==> src/rtl/async_tx_pkg.sv <==
package async_tx_pkg;

  typedef enum logic [2:0] {
    ST_IDLE,
    ST_START,
    ST_DATA,
    ST_PAR,
    ST_STOP1,
    ST_STOP2
  } tx_state_e;

  typedef struct packed {
    logic len7;
    logic par_en;
    logic par_odd;
    logic stop2;
  } frame_cfg_t;

endpackage

==> src/rtl/async_tx_fifo.sv <==
module async_tx_fifo #(
  parameter int DATA_W = 8,
  parameter int DEPTH  = 16,
  localparam int AW    = (DEPTH > 1) ? $clog2(DEPTH) : 1,
  localparam int CW    = $clog2(DEPTH + 1)
) (
  input  logic              clk,
  input  logic              rst_n,
  input  logic              wr_en,
  input  logic [DATA_W-1:0] wr_data,
  input  logic              rd_en,
  output logic [DATA_W-1:0] head,
  output logic              empty,
  output logic              full,
  output logic [CW-1:0]     level,
  output logic              ovf_pulse
);

  logic [DATA_W-1:0] mem [DEPTH];
  logic [AW-1:0]     wptr, rptr;
  logic [CW-1:0]     count;
  logic              wr_ok, rd_ok;

  function automatic logic [AW-1:0] next_ptr(input logic [AW-1:0] p);
    return (p == AW'(DEPTH - 1)) ? '0 : p + AW'(1);
  endfunction

  assign full  = (count == CW'(DEPTH));
  assign empty = (count == '0);
  assign level = count;
  assign head  = mem[rptr];
  assign wr_ok = wr_en && !full;
  assign rd_ok = rd_en && !empty;

  always_ff @(posedge clk) begin
    if (wr_ok) mem[wptr] <= wr_data;
  end

  always_ff @(posedge clk) begin
    if (!rst_n) begin
      wptr      <= '0;
      rptr      <= '0;
      count     <= '0;
      ovf_pulse <= 1'b0;
    end else begin
      ovf_pulse <= wr_en && full;
      if (wr_ok) wptr <= next_ptr(wptr);
      if (rd_ok) rptr <= next_ptr(rptr);
      case ({wr_ok, rd_ok})
        2'b10:   count <= count + CW'(1);
        2'b01:   count <= count - CW'(1);
        default: count <= count;
      endcase
    end
  end

endmodule

==> src/rtl/async_tx_bit_timer.sv <==
module async_tx_bit_timer #(
  parameter int OVS = 16,
  localparam int TW = (OVS > 1) ? $clog2(OVS) : 1
) (
  input  logic clk,
  input  logic rst_n,
  input  logic clr,
  input  logic run,
  input  logic tick,
  output logic bit_end
);

  logic [TW-1:0] cnt;

  assign bit_end = run && tick && (cnt == TW'(OVS - 1));

  always_ff @(posedge clk) begin
    if (!rst_n) begin
      cnt <= '0;
    end else if (clr) begin
      cnt <= '0;
    end else if (run && tick) begin
      cnt <= (cnt == TW'(OVS - 1)) ? '0 : cnt + TW'(1);
    end
  end

endmodule

==> src/rtl/async_tx_framer.sv <==
module async_tx_framer
  import async_tx_pkg::*;
#(
  parameter int DATA_W = 8,
  localparam int IW    = $clog2(DATA_W)
) (
  input  logic              clk,
  input  logic              rst_n,
  input  frame_cfg_t        cfg_in,
  input  logic              q_empty,
  input  logic [DATA_W-1:0] q_head,
  input  logic              bit_end,
  output logic              load,
  output logic              busy,
  output logic              frame_done,
  output logic              txd
);

  tx_state_e         st;
  frame_cfg_t        cur;
  logic [DATA_W-1:0] shreg;
  logic [IW-1:0]     bidx;
  logic              pbit;
  logic              last_data;

  // parity over the active data bits; odd mode inverts the even result
  function automatic logic parity_of(input logic [DATA_W-1:0] d,
                                     input logic short_len,
                                     input logic odd);
    logic [DATA_W-1:0] m;
    m = d;
    if (short_len) m[DATA_W-1] = 1'b0;
    return (^m) ^ odd;
  endfunction

  function automatic logic [IW-1:0] last_index(input logic short_len);
    return short_len ? IW'(DATA_W - 2) : IW'(DATA_W - 1);
  endfunction

  assign busy       = (st != ST_IDLE);
  assign last_data  = (bidx == last_index(cur.len7));
  assign frame_done = bit_end && ((st == ST_STOP1 && !cur.stop2) || st == ST_STOP2);
  assign load       = !q_empty && (st == ST_IDLE || frame_done);

  always_comb begin
    case (st)
      ST_START: txd = 1'b0;
      ST_DATA:  txd = shreg[bidx];
      ST_PAR:   txd = pbit;
      default:  txd = 1'b1;
    endcase
  end

  always_ff @(posedge clk) begin
    if (!rst_n) begin
      st    <= ST_IDLE;
      cur   <= '0;
      shreg <= '0;
      bidx  <= '0;
      pbit  <= 1'b0;
    end else if (load) begin
      st    <= ST_START;
      cur   <= cfg_in;
      shreg <= q_head;
      bidx  <= '0;
      pbit  <= parity_of(q_head, cfg_in.len7, cfg_in.par_odd);
    end else if (bit_end) begin
      case (st)
        ST_START: st <= ST_DATA;
        ST_DATA: begin
          if (last_data) st <= cur.par_en ? ST_PAR : ST_STOP1;
          else           bidx <= bidx + IW'(1);
        end
        ST_PAR:   st <= ST_STOP1;
        ST_STOP1: st <= cur.stop2 ? ST_STOP2 : ST_IDLE;
        default:  st <= ST_IDLE;
      endcase
    end
  end

endmodule

==> src/rtl/async_tx_buffered.sv <==
module async_tx_buffered
  import async_tx_pkg::*;
#(
  parameter int DATA_W = 8,
  parameter int DEPTH  = 16,
  parameter int OVS    = 16,
  localparam int CW    = $clog2(DEPTH + 1)
) (
  input  logic              clk,
  input  logic              rst_n,
  input  logic              tick,
  input  logic              cfg_len7,
  input  logic              cfg_par_en,
  input  logic              cfg_par_odd,
  input  logic              cfg_stop2,
  input  logic              wr_en,
  input  logic [DATA_W-1:0] wr_data,
  output logic              fifo_full,
  output logic [CW-1:0]     fifo_level,
  output logic              overflow,
  output logic              txd,
  output logic              tx_end
);

  frame_cfg_t        cfg_now;
  logic [DATA_W-1:0] q_head;
  logic              q_empty;
  logic              frm_load;
  logic              frm_busy;
  logic              frm_done;
  logic              bit_end;

  assign cfg_now = '{len7: cfg_len7, par_en: cfg_par_en,
                     par_odd: cfg_par_odd, stop2: cfg_stop2};

  async_tx_fifo #(.DATA_W(DATA_W), .DEPTH(DEPTH)) u_fifo (
    .clk       (clk),
    .rst_n     (rst_n),
    .wr_en     (wr_en),
    .wr_data   (wr_data),
    .rd_en     (frm_load),
    .head      (q_head),
    .empty     (q_empty),
    .full      (fifo_full),
    .level     (fifo_level),
    .ovf_pulse (overflow)
  );

  async_tx_bit_timer #(.OVS(OVS)) u_timer (
    .clk     (clk),
    .rst_n   (rst_n),
    .clr     (frm_load),
    .run     (frm_busy),
    .tick    (tick),
    .bit_end (bit_end)
  );

  async_tx_framer #(.DATA_W(DATA_W)) u_framer (
    .clk        (clk),
    .rst_n      (rst_n),
    .cfg_in     (cfg_now),
    .q_empty    (q_empty),
    .q_head     (q_head),
    .bit_end    (bit_end),
    .load       (frm_load),
    .busy       (frm_busy),
    .frame_done (frm_done),
    .txd        (txd)
  );

  assign tx_end = q_empty && !frm_busy;

endmodule

==> config.mk <==
export PLATFORM = sky130hd
export DESIGN_NAME = async_tx_buffered
export DESIGN_NICKNAME = d
export VERILOG_FILES = /design/src/rtl/async_tx_pkg.sv /design/src/rtl/async_tx_fifo.sv /design/src/rtl/async_tx_bit_timer.sv /design/src/rtl/async_tx_framer.sv /design/src/rtl/async_tx_buffered.sv
export SDC_FILE = /design/constraint.sdc
export NUM_CORES = 1
export LEC_CHECK = 0
export BUFFER_PORTS_ARGS = -buffer_cell sky130_fd_sc_hd__buf_2
export CORE_MARGIN = 3
export CORE_UTILIZATION = 55
export CTS_CLUSTER_DIAMETER = 50
export CTS_CLUSTER_SIZE = 30
export DETAILED_ROUTE_END_ITERATION = 8
export PLACE_DENSITY = 0.72
export SKIP_LAST_GASP = 1
export SYNTH_ARGS = -nofsm -noshare
export SYNTH_HDL_FRONTEND = slang
export SYNTH_SLANG_ARGS = --single-unit
export TNS_END_PERCENT = 20
==> constraint.sdc <==
create_clock -name clk -period 2.9 [get_ports clk]
set_input_delay 0 -clock clk [delete_from_list [all_inputs] [get_ports clk]]
set_output_delay 0 -clock clk [all_outputs]
set_load 0.05 [all_outputs]
; ---- Yosys cells after proc, flatten, opt, wreduce, memory -nomap -nowiden
; Memories as Yosys holds them, arrays and structs flattened. A register that Yosys moved wholly into a read port is not among the register bits.
; Cells that the tools add are included.
[word_totals]
ff_bits = 36
latchBits = 0
mem_bits_rw = 128
rom_bits = 0
input_bits = 16
out_inout_bits = 9
wordCells = 84
mem_count = 1
[op_classes]
addsub = 6
mul = 0
n_div = 0
magnitude_cmp = 1
n_eq_ne = 14
n_shift = 0
mux = 21
bitwise_logic = 3
n_reduce_logical = 25
[memory_table]
columns = name, words, width, read_ports, rd_ports_with_merged_regs, write_ports, line_no
row1 = u_fifo.mem, 16, 8, 1, 1, 1, async_tx_fifo.sv:19  ; logic [DATA_W-1:0] mem [DEPTH];
[ops]
columns = op, count
row1 = $mux 4, 5
row2 = $add 4x1->4 const B, 3
row3 = $eq 4x4->1 const B, 3
row4 = $pmux 3 s4, 1
row5 = $pmux 5 s2, 1
row6 = $logic_and 1x1->1, 9
row7 = $mux 1, 9
row8 = $mux 3, 3
row9 = $reduce_xor 8->1, 1
row10 = $eq 3x2->1 const B, 2
row11 = $eq 3x3->1 const B, 2
row12 = $add 5x1->5 const B, 1
row13 = $eq 5x5->1 const B, 1
row14 = $logic_not 5->1, 1
row15 = $sub 5x1->5 const B, 1
row16 = $logic_not 1->1, 4
row17 = $lt 3x4->1 const B, 1
row18 = $reduce_and 2->1, 2
row19 = $reduce_bool 2->1, 2
row20 = $add 3x1->3 const B, 1
row21 = $bmux 1 s3, 1
row22 = $eq 3x1->1 const B, 1
row23 = $eq 3x3->1, 1
row24 = $logic_not 3->1, 1
row25 = 11 further kinds, 13

; ---- Longest topological paths before layout
; Gate-level depths: netlist of run 1.
[depth]
word_depth = 10
ltp_mapped = 14
mapped_depth_nobuf = 14

; ---- Hierarchy
; From an unflattened synthesis of run 1, not the netlist that was laid out.
[hier_totals]
hier_cells = 421
area_unflattened_um2 = 7029.2
[modules_own_cells]
columns = mod, instances, cells_per_inst, area_each_um2, seq_area_each_um2
row1 = async_tx_fifo, 1, 297, 5859.4, 4204.0
row2 = async_tx_framer, 1, 99, 965.9, 360.3
row3 = async_tx_bit_timer, 1, 24, 190.2, 80.1
row4 = async_tx_buffered, 1, 1, 13.8, 0.0

; ---- Worst setup path after synthesis of run 1
; No wires, ideal clock.
[synth_path]
kind = reg2reg
from = register u_fifo.count[0], in the netlist u_fifo.level[0]
to = register u_fifo.count[4], in the netlist u_fifo.level[4]
t_arrival_ns = 2.885
required_time_ns = 2.824
path_slack_ns = -0.060
stages_incl_launch_ff = 14
synth_period_minus_slack_ns = 2.960
cell_sequence = dfxtp_1 > nor4_1 > nor2b_1 > or3_1 > inv_2 > ha_1 > inv_1 > fa_1 > inv_1 > a21o_1 > a21oi_1 > xnor2_1 > or3_1 > a21boi_0
[synth_between]
elab_chain_cells = 6
elab_cells_between_ends = 13
cone_classes = 2 x add/sub / 3 x eq/ne / 1 x mux / 7 x reduce/logical
[synth_lines]
columns = element, line_no
row1 = from (decl), async_tx_fifo.sv:21  ; logic [CW-1:0] count;
row2 = from (signal assigned), async_tx_fifo.sv:50  ; 2'b10: count <= count + CW'(1);
row3 = from (signal assigned), async_tx_fifo.sv:51  ; 2'b01: count <= count - CW'(1);
row4 = from (signal assigned), async_tx_fifo.sv:52  ; default: count <= count;
row5 = $logic_not 5->1, async_tx_fifo.sv:29  ; assign empty = (count == '0);
row6 = $logic_not 1->1, "async_tx_fifo.sv:33, async_tx_framer.sv:43"
row7 = $logic_and 1x1->1, async_tx_framer.sv:43  ; assign load = !q_empty && (st == ST_IDLE || frame_done);
row8 = $logic_and 1x1->1, async_tx_fifo.sv:33  ; assign rd_ok = rd_en && !empty;
row9 = $eq 2x1->1 / $eq 2x2->1 (equally long branches), async_tx_fifo.sv:49  ; case ({wr_ok, rd_ok})
row10 = $pmux 5 s2 / $reduce_bool 2->1 (equally long branches), n/a
; Several ways; a longest one is shown, not always the timed one.
; A chain may end at the register's enable or synchronous reset.

; ---- Worst setup path after layout of run 1
[layout_path]
from = register u_timer.cnt[0]
to = register u_fifo.count[4], in the netlist u_fifo.level[4]
[layout_between]
elab_chain_cells = 8
elab_cells_between_ends = 10
cone_classes = 3 x eq/ne / 1 x mux / 6 x reduce/logical
[layout_lines]
columns = element, line_no
row1 = from (decl), async_tx_bit_timer.sv:13  ; logic [TW-1:0] cnt;
row2 = from (signal assigned), async_tx_bit_timer.sv:23  ; cnt <= (cnt == TW'(OVS - 1)) ? '0 : cnt + TW'(1);
row3 = $eq 4x4->1 (*), async_tx_bit_timer.sv:15  ; assign bit_end = run && tick && (cnt == TW'(OVS - 1));
row4 = $logic_and 1x1->1 (*), async_tx_bit_timer.sv:15
row5 = $logic_and 1x1->1 (*), async_tx_framer.sv:42  ; assign frame_done = bit_end && ((st == ST_STOP1 && !cur.stop2) || st == ST_STOP2);
row6 = $logic_or 1x1->1 (*), async_tx_framer.sv:43
row7 = $logic_and 1x1->1 (*), async_tx_framer.sv:43
row8 = $logic_and 1x1->1 (*), async_tx_fifo.sv:33
row9 = $eq 2x1->1 / $eq 2x2->1 (equally long branches), async_tx_fifo.sv:49
row10 = $pmux 5 s2 / $reduce_bool 2->1 (equally long branches), n/a
; Mark *: on every way between the ends. The rest lies on a longest branch, timed or not.

==> out/qor.txt, run 1 <==
Cells after synthesis - 443
Pre-antenna DRT Iters - 4
Syn Nets - 472
Leakage - 2.80 nW
Synth-to-Final Area Change - 16.2%
Pin count of the biggest net entering global routing - 29
Fin crit share - 94.9%
# diodes - 0
All-Layer GR Usage - 21.1%
Peak supply drop - 560 uV
Top cells by count, synth - edfxtp_1, dfxtp_1, nand2_1
Synth top area share - 55.0%
Most frequent CP cell - inv_1
Clk sinks - 168
CTS H-tree depth - 4
Via count - 3827
Synth Cell Area - 0.00699 sq mm
Root Buffer - clkbuf_16
Sequential Area - 0.00465 sq mm
GRT overflow - 0
WP data required - 3.25 ns
Initial antenna violation count - 0
Post-Route WL - 13700 um
DR iter-0 viols - 344
Area leader, netlist - edfxtp_1
Max clock buf depth - 2
Number of synthesized flops with an enable pin - 128
Routed len/inst - 20.0 um
Worst Setup Start Kind - register
Vias per Instance - 5.60
Dpl ws - -0.0120 ns
Hold Path Class - in2reg
Cell variety after synth - 44
Sequential area share after synthesis - 66.5%
Final Setup Violations - 0
Port buffer count - 24
CP max-delay cell - or3_4
Fin. Hold Viols - 0
First-pass GRT wire length - 21900 um
Vias in the first global route - 3952
Worst hold slack - 0.0430 ns
DRC viols - 0
Final Critical Period - 2.75 ns
Proportion of layout cells with a drive suffix above 1 - 25.8%
CTS tree - done
Yosys Warn Count - 0
IO Pins - 25
Placed Instances - 641
Max_cap viols - 0
Post-synth ARST share - 0%
Status - complete, no violations
Die area - 0.0141 sq mm
Gpl congestion - 0.769
Die height - 119 um
Worst-path clk slew - 0.06 ns
Setup TNS - 0 ns
Max-slew violations - 0
FF+latch count, synth - 168
Synth top area cells - edfxtp_1, mux4_2, dfxtp_1
Setup ws final - 0.147 ns
Mapped Avg Cell Area - 15.8 sq um
Worst path max stage delay - 0.36 ns
Inserted Clock Buffers - 17
Filler cell count - 877
Post-DP HPWL - 8610 um
Initial Utilization - 57.2%
F_max - 363 MHz
Worst skew pair latency - 0.42 ns
CP cell instances - ha_2 > and3_4 > a41oi_1 > or3_4 > inv_2 > ha_1 > inv_1 > fa_2 > inv_1 > a21o_1 > a21oi_2 > xnor2_1 > or3_1 > a21boi_0
Most common cell in the netlist - edfxtp_1
Setup Skew - 0.00909 ns
Element type at the critical path end - register
Slew HR - 62.2%
Critical path start-end classification - reg2reg
Synth Flop Type - edfxtp_1
CP arrival - 3.10 ns
Multi-input logic area - 0.00221 sq mm
Core Box Area - 0.0122 sq mm
Rows - 40
Post-CTS setup buffers - 0
Crit path max fanout - 4
Non-filler cells, final - 684
Antenna viol nets, final - 0
Final Util - 66.5%
Pwr Density - 816 mW/mm^2
Unrepaired setup endpoints after global routing - false
Nets - 533
Die width - 119 um
Worst Max-Slew Pin Slew - 0.566 ns
-- cell type report --
class,count,area share [%]
tap,168,2.59
timing repair buffer,65,6.11
clock inverter,11,0.956
clock buffer,20,5.38
multi-input combinational,243,27.2
sequential,168,57.3
inverter,9,0.416
-- critical path: cells and delay by family (launching register included) --
kind | cells | cell delay, ns
and+or+nand+nor | 3 | 0.87
adders and majority gates | 3 | 0.70
AOI/OAI and AO/OA | 4 | 0.45
DFF | 1 | 0.33
buffers and inverters | 3 | 0.21
xor gates and xnor gates | 1 | 0.13
-- cells by family after synthesis --
| kind of cell | share of synthesized area (%) |
|---|---|
| buf+inv | 2.27 |
| fa+ha+maj | 2.44 |
| mux | 14.2 |
| compound gates | 4.21 |
| flops | 66.5 |
| simple gates | 7.88 |
| xor+xnor | 2.54 |
-- stage by stage --
stage	instance area (sq um)	power, W
after floorplan	6990	0.00426
after global placement	7450	0.00464
after detailed placement	7450	0.00469
after CTS	8090	0.00668
after global routing	8120	0.00697
final	8120	0.00662
-- final timing paths --
kind,slack (ns),cells after the start,from,endpoint
max,0.15,14,u_timer.cnt[0]$_SDFFE_PP0P_,u_fifo.level[4]$_SDFFE_PN0P_
max reg2reg,0.15,14,u_timer.cnt[0]$_SDFFE_PP0P_,u_fifo.level[4]$_SDFFE_PN0P_
min,0.04,2,rst_n,u_fifo.level[4]$_SDFFE_PN0P_
min reg2reg,0.50,2,u_framer.cur[3]$_SDFFE_PN0P_,u_framer.cur[3]$_SDFFE_PN0P_
-- metal layers --
metal  track usage, %  vias up  routed length (um)
met4             7.97        0                 227
met5                0        -                   0
li1                 -     1797                   -
met2             34.6       96                7060
met3             5.22       21                 665
met1             27.4     1913                5710
-- placed cells by master, fill, tap and decap left out, drive strengths merged, types with 2 or more instances in the layout --
| cell | n |
|---|---|
| xnor2 | 10 |
| o21ai | 9 |
| clkinvlp | 3 |
| buf | 53 |
| and2 | 10 |
| a21boi | 8 |
| a22oi | 4 |
| nor2b | 15 |
| edfxtp | 128 |
| nand2b | 5 |
| nand2 | 38 |
| clkinv | 6 |
| and3 | 3 |
| a311oi | 2 |
| nor3 | 4 |
| a21oi | 12 |
| or3 | 4 |
| a211oi | 3 |
| ha | 12 |
| inv | 11 |
| clkbuf | 20 |
| dfxtp | 40 |
| xor2 | 6 |
| mux2i | 18 |
| mux4 | 36 |
| nand3 | 7 |
| nor2 | 24 |
| dlygate4sd3 | 12 |
-- power breakdown --
group | internal [W] | switching (W)
clock network | 0.00109 | 0.000874
registers | 0.00275 | 0.000109
logic | 0.000878 | 0.000921
-- state kept, by name, indices dropped and copies added (netlist names), 3 cells and up, named ones only --
signal	count
u_timer.cnt	4
u_fifo.wptr	4
u_fifo.mem	128
u_framer.cur	3
u_framer.st	3
u_framer.bidx	3
u_framer.shreg	8
u_fifo.level	5
u_fifo.rptr	4
-- what timing repair did --
action | CTS | global route
pin swaps | 0 | 1
hold buffers | 12 | 0
setup endpoints to repair | 1 | 1
hold endpoints to repair | 132 | 0
resized for setup | 2 | 7
Note: power is estimated with default switching activity, not from simulation.
==> run 2, diff against run 1 <==
Settings changed: ABC_AREA set to 1, CORE_UTILIZATION 55 to 56, PLACE_DENSITY 0.72 to 0.73.
==> run 2 against run 1 <==
First-iteration DRC count rose by 44%. Utilization fell by 1.1 points. Critical path type unchanged. Sequential power barely moved. Register-to-register slack improved by 0.17 ns. Sequential cell count did not move. Synthesized area rose by 5.9%. Largest power group unchanged. Largest cell class unchanged. Via count rose by 40%.
==> out/qor.txt, run 2 <==
Post-CTS setup buffers - 0 (unchanged)
Commonest non-fill, non-tap cell in the layout - nand2_1
Slew HR - 45.0% (-17 points)
Pre-antenna DRT Iters - 5 (+1)
Element type at the critical path end - register
Worst path max stage delay - 0.43 ns (+0.07 ns)
# diodes - 0 (unchanged)
FF+latch count, synth - 168 (unchanged)
Final Critical Period - 2.59 ns (-0.168 ns)
Routed len/inst - 16.6 um (-17%)
Max reg flops - 128 (unchanged)
Synth Flop Type - edfxtp_1
Top Family by Delay on Critical Path - simple AND/OR/NAND/NOR gates
Initial antenna violation count - 0 (unchanged)
Die width - 121 um (+1.9%)
Peak supply drop - 549 uV (-2.1%)
Worst skew pair latency - 0.43 ns (about the same)
GRT overflow - 0 (unchanged)
Status - complete, no violations
Critical path start-end classification - reg2reg
Fin crit share - 89.2% (-5.8 points)
Biggest register - u_fifo.mem
All-Layer GR Usage - 23.8% (+2.7 points)
Synth-to-Final Area Change - 12.7%
Synth top area share - 51.9% (-3.1 points)
CP cell instances - nor4_1 > nand2_1 > nand2_1 > ha_4 > inv_1 > fa_1 > inv_1 > a31oi_1 > inv_1 > o21ai_0 > a21oi_1 > o21ai_0 > a21oi_1
Mapped Avg Cell Area - 9.66 sq um (-39%)
Pwr Density - 859 mW/mm^2 (+5.3%)
Setup TNS - 0 ns (unchanged)
Commonest non-fill, non-tap cells in the layout - nand2_1, edfxtp_1, nand3_1, inv_1, nor2_1
Hold Path Class - in2reg
Initial Utilization - 57.9% (+0.74 points)
Worst Max-Slew Pin Slew - 0.822 ns (+0.256 ns)
WP data required - 3.26 ns (about the same)
Cells after synthesis - 766 (+73%)
DR iter-0 viols - 497 (+44%)
WP buf/inv - 3 (unchanged)
Max clock buf depth - 2 (unchanged)
Synth Cell Area - 0.00740 sq mm (+5.9%)
First-pass GRT wire length - 26400 um (+20%)
Proportion of layout cells with a drive suffix above 1 - 10.2% (-16 points)
Filler cell count - 967 (+10%)
Rows - 41 (+2.5%)
Gpl congestion - 0.859 (+12%)
CTS tree - done
Port buffer count - 24 (unchanged)
Die area - 0.0146 sq mm (+3.9%)
Nets - 830 (+56%)
Worst-path clk slew - 0.06 ns (about the same)
Number of synthesized flops with an enable pin - 128 (unchanged)
Inserted Clock Buffers - 17 (unchanged)
Vias in the first global route - 5242 (+33%)
Core Box Area - 0.0128 sq mm (+4.6%)
Root Buffer - clkbuf_16
Setup Skew - 0.0115 ns (+0.00241 ns)
Final Instance Area - 0.00835 sq mm (+2.8%)
IO Pins - 25 (unchanged)
Area after DPL - 0.00766 sq mm (+2.7%)
Worst Setup Start Kind - register
Leakage - 3.39 nW (+21%)
DRC viols - 0 (unchanged)
Final Setup Violations - 0 (unchanged)
Sequential area share after synthesis - 62.7% (-3.7 points)
Vias per Instance - 5.42 (-3.1%)
Yosys Warn Count - 0 (unchanged)
Synth top area cells - edfxtp_1, dfxtp_1, nand2_1
Cell variety after synth - 37 (-16%)
Antenna viol nets, final - 0 (unchanged)
Unrepaired setup endpoints after global routing - false
Pin count of the biggest net entering global routing - 71 (+140%)
Area leader, netlist - edfxtp_1
Most frequent CP cell - inv_1
Max-slew violations - 0 (unchanged)
Post-synth ARST share - 0% (unchanged)
FF-to-FF setup slack - 0.31 ns (+0.17 ns)
Clk sinks - 168 (unchanged)
Fin. Hold Viols - 0 (unchanged)
CP arrival - 2.94 ns (-0.16 ns)
Crit path max fanout - 7 (+3)
F_max - 387 MHz (+6.5%)
Via count - 5348 (+40%)
Post-DP HPWL - 10100 um (+17%)
Syn Nets - 795 (+68%)
CTS H-tree depth - 4 (unchanged)
CP max-delay cell - nor4_1
Top cells by count, synth - nand2_1, edfxtp_1, nand3_1
Max_cap viols - 0 (unchanged)
Post-Route WL - 16300 um (+20%)
Most common cell in the netlist - nand2_1
Die height - 121 um (+1.9%)
[run 2: changes by cell type after synthesis, moves of 7 or more]
cell and delta:
nand3_1 +78, inv_2 +9, a21boi_0 -7, nand2_1 +166
a21oi_1 +15, buf_2 +7, and2_1 -10, inv_1 +66
mux4_2 -36, o21ai_0 +30, mux2i_1 -17, nor2_1 +50
xnor2_1 -7, nor2b_1 -15
[run 2: cells by family (layout without fill, tap and decap cells)]
| logic type | Yosys count | after routing | share of synthesized area [%] |
|---|---|---|---|
| compound gates | 84 | 84 | 6.20 |
| mux | 1 | 1 | 0.135 |
| buf+inv | 113 | 161 | 6.63 |
| fa+ha+maj | 13 | 13 | 2.30 |
| xor+xnor | 4 | 4 | 0.473 |
| flops | 168 | 168 | 62.7 |
| simple gates | 383 | 383 | 21.5 |
[run 2: worst paths after layout]
path | from | end | cells after the start
min | wr_data[0] | u_fifo.mem[13][0]$_DFFE_PP_ | 1
min reg2reg | u_fifo.rptr[2]$_SDFFE_PN0N_ | register | 2
max | u_fifo.level[3]$_SDFFE_PN0P_ | u_fifo.level[4]$_SDFFE_PN0P_ | 13
max reg2reg | u_fifo.level[3]$_SDFFE_PN0P_ | u_fifo.level[4]$_SDFFE_PN0P_ | 13
[run 2: power by group]
part | switching [W] | internal [W]
clock | 0.000878 | 0.00126
combinational | 0.00149 | 0.000665
sequential | 0.000116 | 0.00277
[run 2: repair_timing]
action / 4_1_cts / 5_1_grt
hold buffers: 12 / 0
hold endpoints to repair: 119 / 0
setup endpoints to repair: 0 / 1
gates resized for setup: 0 / 7
[run 2: worst reg2reg max path, cell delays in order, from the launching register on]
cell,delay (ns)
dfxtp_1,0.34
nor4_1,0.43
nand2_1,0.16
nand2_1,0.24
ha_4,0.22
inv_1,0.06
fa_1,0.40
inv_1,0.08
a31oi_1,0.09
inv_1,0.07
o21ai_0,0.06
a21oi_1,0.15
o21ai_0,0.09
a21oi_1,0.13
[run 2: metal layers]
| metal | GRT usage (%) | part of all wire [%] |
|---|---|---|
| met1 | 31.4 | 42 |
| met2 | 38.4 | 50 |
| met3 | 4.85 | 5.9 |
| met4 | 10.6 | 2.2 |
| met5 | 0 | 0 |
[run 2: metrics by stage]
| step | total power (W) | util [%] | instances | hold slack, ns | setup WS [ns] |
|---|---|---|---|---|---|
| floorplan | 0.00453 | - | 766 | 0.0989 | 0.0669 |
| global placement | 0.00493 | 59.9 | 942 | 0.235 | 0.356 |
| detailed placement | 0.00501 | 59.9 | 942 | 0.250 | 0.194 |
| CTS | 0.00716 | 65.2 | 986 | 0.0143 | 0.175 |
| global route | 0.00760 | 65.3 | 986 | 0.0359 | 0.00214 |
| finish | 0.00717 | 65.3 | 986 | 0.0205 | 0.314 |
[run 2: layout make-up]
class	count	area (sq um)	area share (%)
multi-input cells	485	2280	27.3
flip-flops and latches	168	4650	55.7
clock buffers	23	448	5.37
repair buffers	45	333	3.99
well taps	172	215	2.58
inverters	84	315	3.78
clock inverters	9	101	1.21
==> run 3, diff against run 2 <==
Settings changed: SYNTH_HIERARCHICAL set to 1.
==> run 3 against run 2 <==
Clock power fell by 2%. Wire length decreased by 6.0%. Worst setup slack worse by 0.043 ns. Cell count fell by 2.4%. Combinational power fell by 4%. Maximum frequency decreased by 1.7%. Synthesized cell count down 3.7%. Non-clock buffer count rose by 5. Sequential cell count is the same. Hold slack worse by 0.010 ns. Synthesized area up 0.69%. Critical path depth rose by 9. Critical endpoint is now u_fifo/level[4]$_SDFFE_PN0P_.
==> out/qor.txt, run 3 <==
Status - complete, no violations
DR iter-0 viols - 398 (-20%)
Non-filler cells, final - 962 (-2.4%)
F_max - 380 MHz (-1.7%)
Worst Max-Slew Pin Slew - 0.848 ns (+0.0267 ns)
Synth Cell Area - 0.00745 sq mm (+0.69%)
Most frequent CP cell - nand2_1
Setup ws final - 0.271 ns (-0.0434 ns)
Core Box Area - 0.0128 sq mm (+0.40%)
First-pass GRT wire length - 25000 um (-5.1%)
Fin crit share - 90.7% (+1.5 points)
Final Critical Period - 2.63 ns (+0.0434 ns)
Root Buffer - clkbuf_16
CP max-delay cell - dfxtp_1
Top Family by Delay on Critical Path - simple AND/OR/NAND/NOR gates
Commonest non-fill, non-tap cells in the layout - edfxtp_1, nand2_1, inv_1, nand3_1, o21ai_0
Sequential Power Share - 41.5% (+1.3 points)
DRC viols - 0 (unchanged)
Rows - 41 (unchanged)
Pwr Density - 841 mW/mm^2 (-2.2%)
Commonest non-fill, non-tap cell in the layout - edfxtp_1
Max clock buf depth - 2 (unchanged)
Fin. Hold Viols - 0 (unchanged)
Placed Instances - 915 (-2.9%)
Port buffer count - 24 (unchanged)
Inserted Clock Buffers - 17 (unchanged)
WP data required - 3.22 ns (-0.04 ns)
Die height - 121 um (+0.33%)
Max reg flops - 128 (unchanged)
Nets - 804 (-3.1%)
Final Setup Violations - 0 (unchanged)
Worst-path clk slew - 0.06 ns (about the same)
Biggest register - u_fifo/mem
Proportion of layout cells with a drive suffix above 1 - 12.3% (+2.1 points)
CTS tree - done
Cells after synthesis - 738 (-3.7%)
Clock power share - 29.5% (-0.3 points)
Slew HR - 43.2% (-1.8 points)
Syn Nets - 764 (-3.9%)
Initial Utilization - 58.1% (+0.17 points)
Mapped Avg Cell Area - 10.1 sq um (+4.5%)
WP buf/inv - 5 (+2)
Pin count of the biggest net entering global routing - 64 (-9.9%)
Pre-antenna DRT Iters - 5 (unchanged)
Element type at the critical path end - register
Post-DP HPWL - 9840 um (-2.3%)
Routed len/inst - 16.0 um (-3.7%)
Yosys Warn Count - 6 (+6)
Gpl congestion - 0.920 (+7.0%)
Worst skew pair latency - 0.42 ns (about the same)
Vias per Instance - 5.48 (+1.1%)
Crit path max fanout - 8 (+1)
Die area - 0.0147 sq mm (+0.65%)
P_int - 0.00471 W (+0.41%)
Hold Path Class - in2reg
Via count - 5275 (-1.4%)
Max_cap viols - 0 (unchanged)
Worst path max stage delay - 0.36 ns (-0.07 ns)
GRT overflow - 0 (unchanged)
Antenna viol nets, final - 0 (unchanged)
Vias in the first global route - 5054 (-3.6%)
Setup Skew - 0.00704 ns (-0.00445 ns)
Peak supply drop - 648 uV (+18%)
CP cell instances - ha_1 > nand3_1 > nor2_4 > nand3_1 > nand2_1 > nand2_2 > inv_2 > nand2_1 > inv_2 > ha_4 > inv_1 > nand2_1 > nand2_1 > ha_1 > inv_1 > nand2_1 > nand3_1 > nand2_1 > nand2_1 > nand3_1 > nand2_1 > inv_1
Critical path start-end classification - reg2reg
IO Pins - 25 (unchanged)
Initial antenna violation count - 0 (unchanged)
Final Util - 65.8% (+0.43 points)
CTS H-tree depth - 4 (unchanged)
Switching share of total power - 33.6% (-1.0 points)
Sw power - 0.00238 W (-4.0%)
Post-Route WL - 15400 um (-6.0%)
Logic pwr share - 29.0% (-1.0 points)
All-Layer GR Usage - 22.2% (-1.7 points)
Die width - 121 um (+0.33%)
Dpl ws - -0.00427 ns (-0.199 ns)
# diodes - 0 (unchanged)
Max-slew violations - 0 (unchanged)
Worst Setup Start Kind - register
Synth-to-Final Area Change - 13.2%
Overall Power - 0.00709 W (-1.1%)
Clk sinks - 168 (unchanged)
CP arrival - 2.95 ns (about the same)
Leakage - 3.31 nW (-2.2%)
==> run 3: cell count changes in the layout (fill, tap and decap cells not counted), sizes merged, moves of 6 or more <==
cell    before  now
nand2      208  119
a21oi       27   54
nor2        76   56
nand3       85   73
o211ai       5   35
inv         84  116
o21ai       42   63
buf         33   39
==> run 3: metrics by stage <==
stage	instance area, sq um	hold slack (ns)	TNS (ns)
finish	8430	0.0104	0
global route	8430	0.0119	-0.00799
CTS	8380	0.000000125	0
detailed placement	7720	0.269	-0.00508
global placement	7720	0.257	0
floorplan	7450	0.0989	0
==> run 3: cell type report <==
class,count,area (sq um)
Clock buffer,20,437
Clock inverter,11,108
Inverter,116,435
Fill cell,988,4390
Multi-Input combinational cell,425,2220
Timing Repair Buffer,50,368
Sequential cell,168,4650
Tap cell,172,215
==> run 3: layer usage <==
metal	global-route usage, %	wire length [um]	vias to the layer above
met4	8.89	299	0
met5	0	0	-
li1	-	-	2582
met3	4.38	769	26
met1	29.3	6670	2508
met2	36.1	7620	159
==> run 3: power by group through the flow <==
stage | Clock (W) | Sequential (W) | Combinational, W
global placement | 0 | 0.00298 | 0.00189
finish | 0.00209 | 0.00294 | 0.00206
floorplan | 0 | 0.00298 | 0.00150
CTS | 0.00212 | 0.00294 | 0.00198
global route | 0.00224 | 0.00297 | 0.00231
detailed placement | 0 | 0.00299 | 0.00194
==> run 3: what timing repair did <==
| item | CTS | global route |
|---|---|---|
| setup endpoints to repair | 2 | 4 |
| resized for setup | 2 | 5 |
| hold endpoints to repair | 90 | 0 |
| pin swaps | 0 | 1 |
| hold buffers | 11 | 0 |
| buffers inserted | 0 | 5 |
==> run 3: path summary, 6_finish.rpt <==
| path | end | start | slack [ns] | cells after the start |
|---|---|---|---|---|
| worst max-delay path | u_fifo/level[4]$_SDFFE_PN0P_ | u_timer/cnt[0]$_SDFFE_PP0P_ | 0.27 | 22 |
| worst min-delay path | u_fifo/mem[4][3]$_DFFE_PP_ | wr_data[3] | 0.01 | 1 |
| worst max register to register | u_fifo/level[4]$_SDFFE_PN0P_ | u_timer/cnt[0]$_SDFFE_PP0P_ | 0.27 | 22 |
| worst min register to register | u_framer/shreg[0]$_SDFFE_PN0P_ | u_framer/shreg[0]$_SDFFE_PN0P_ | 0.49 | 2 |
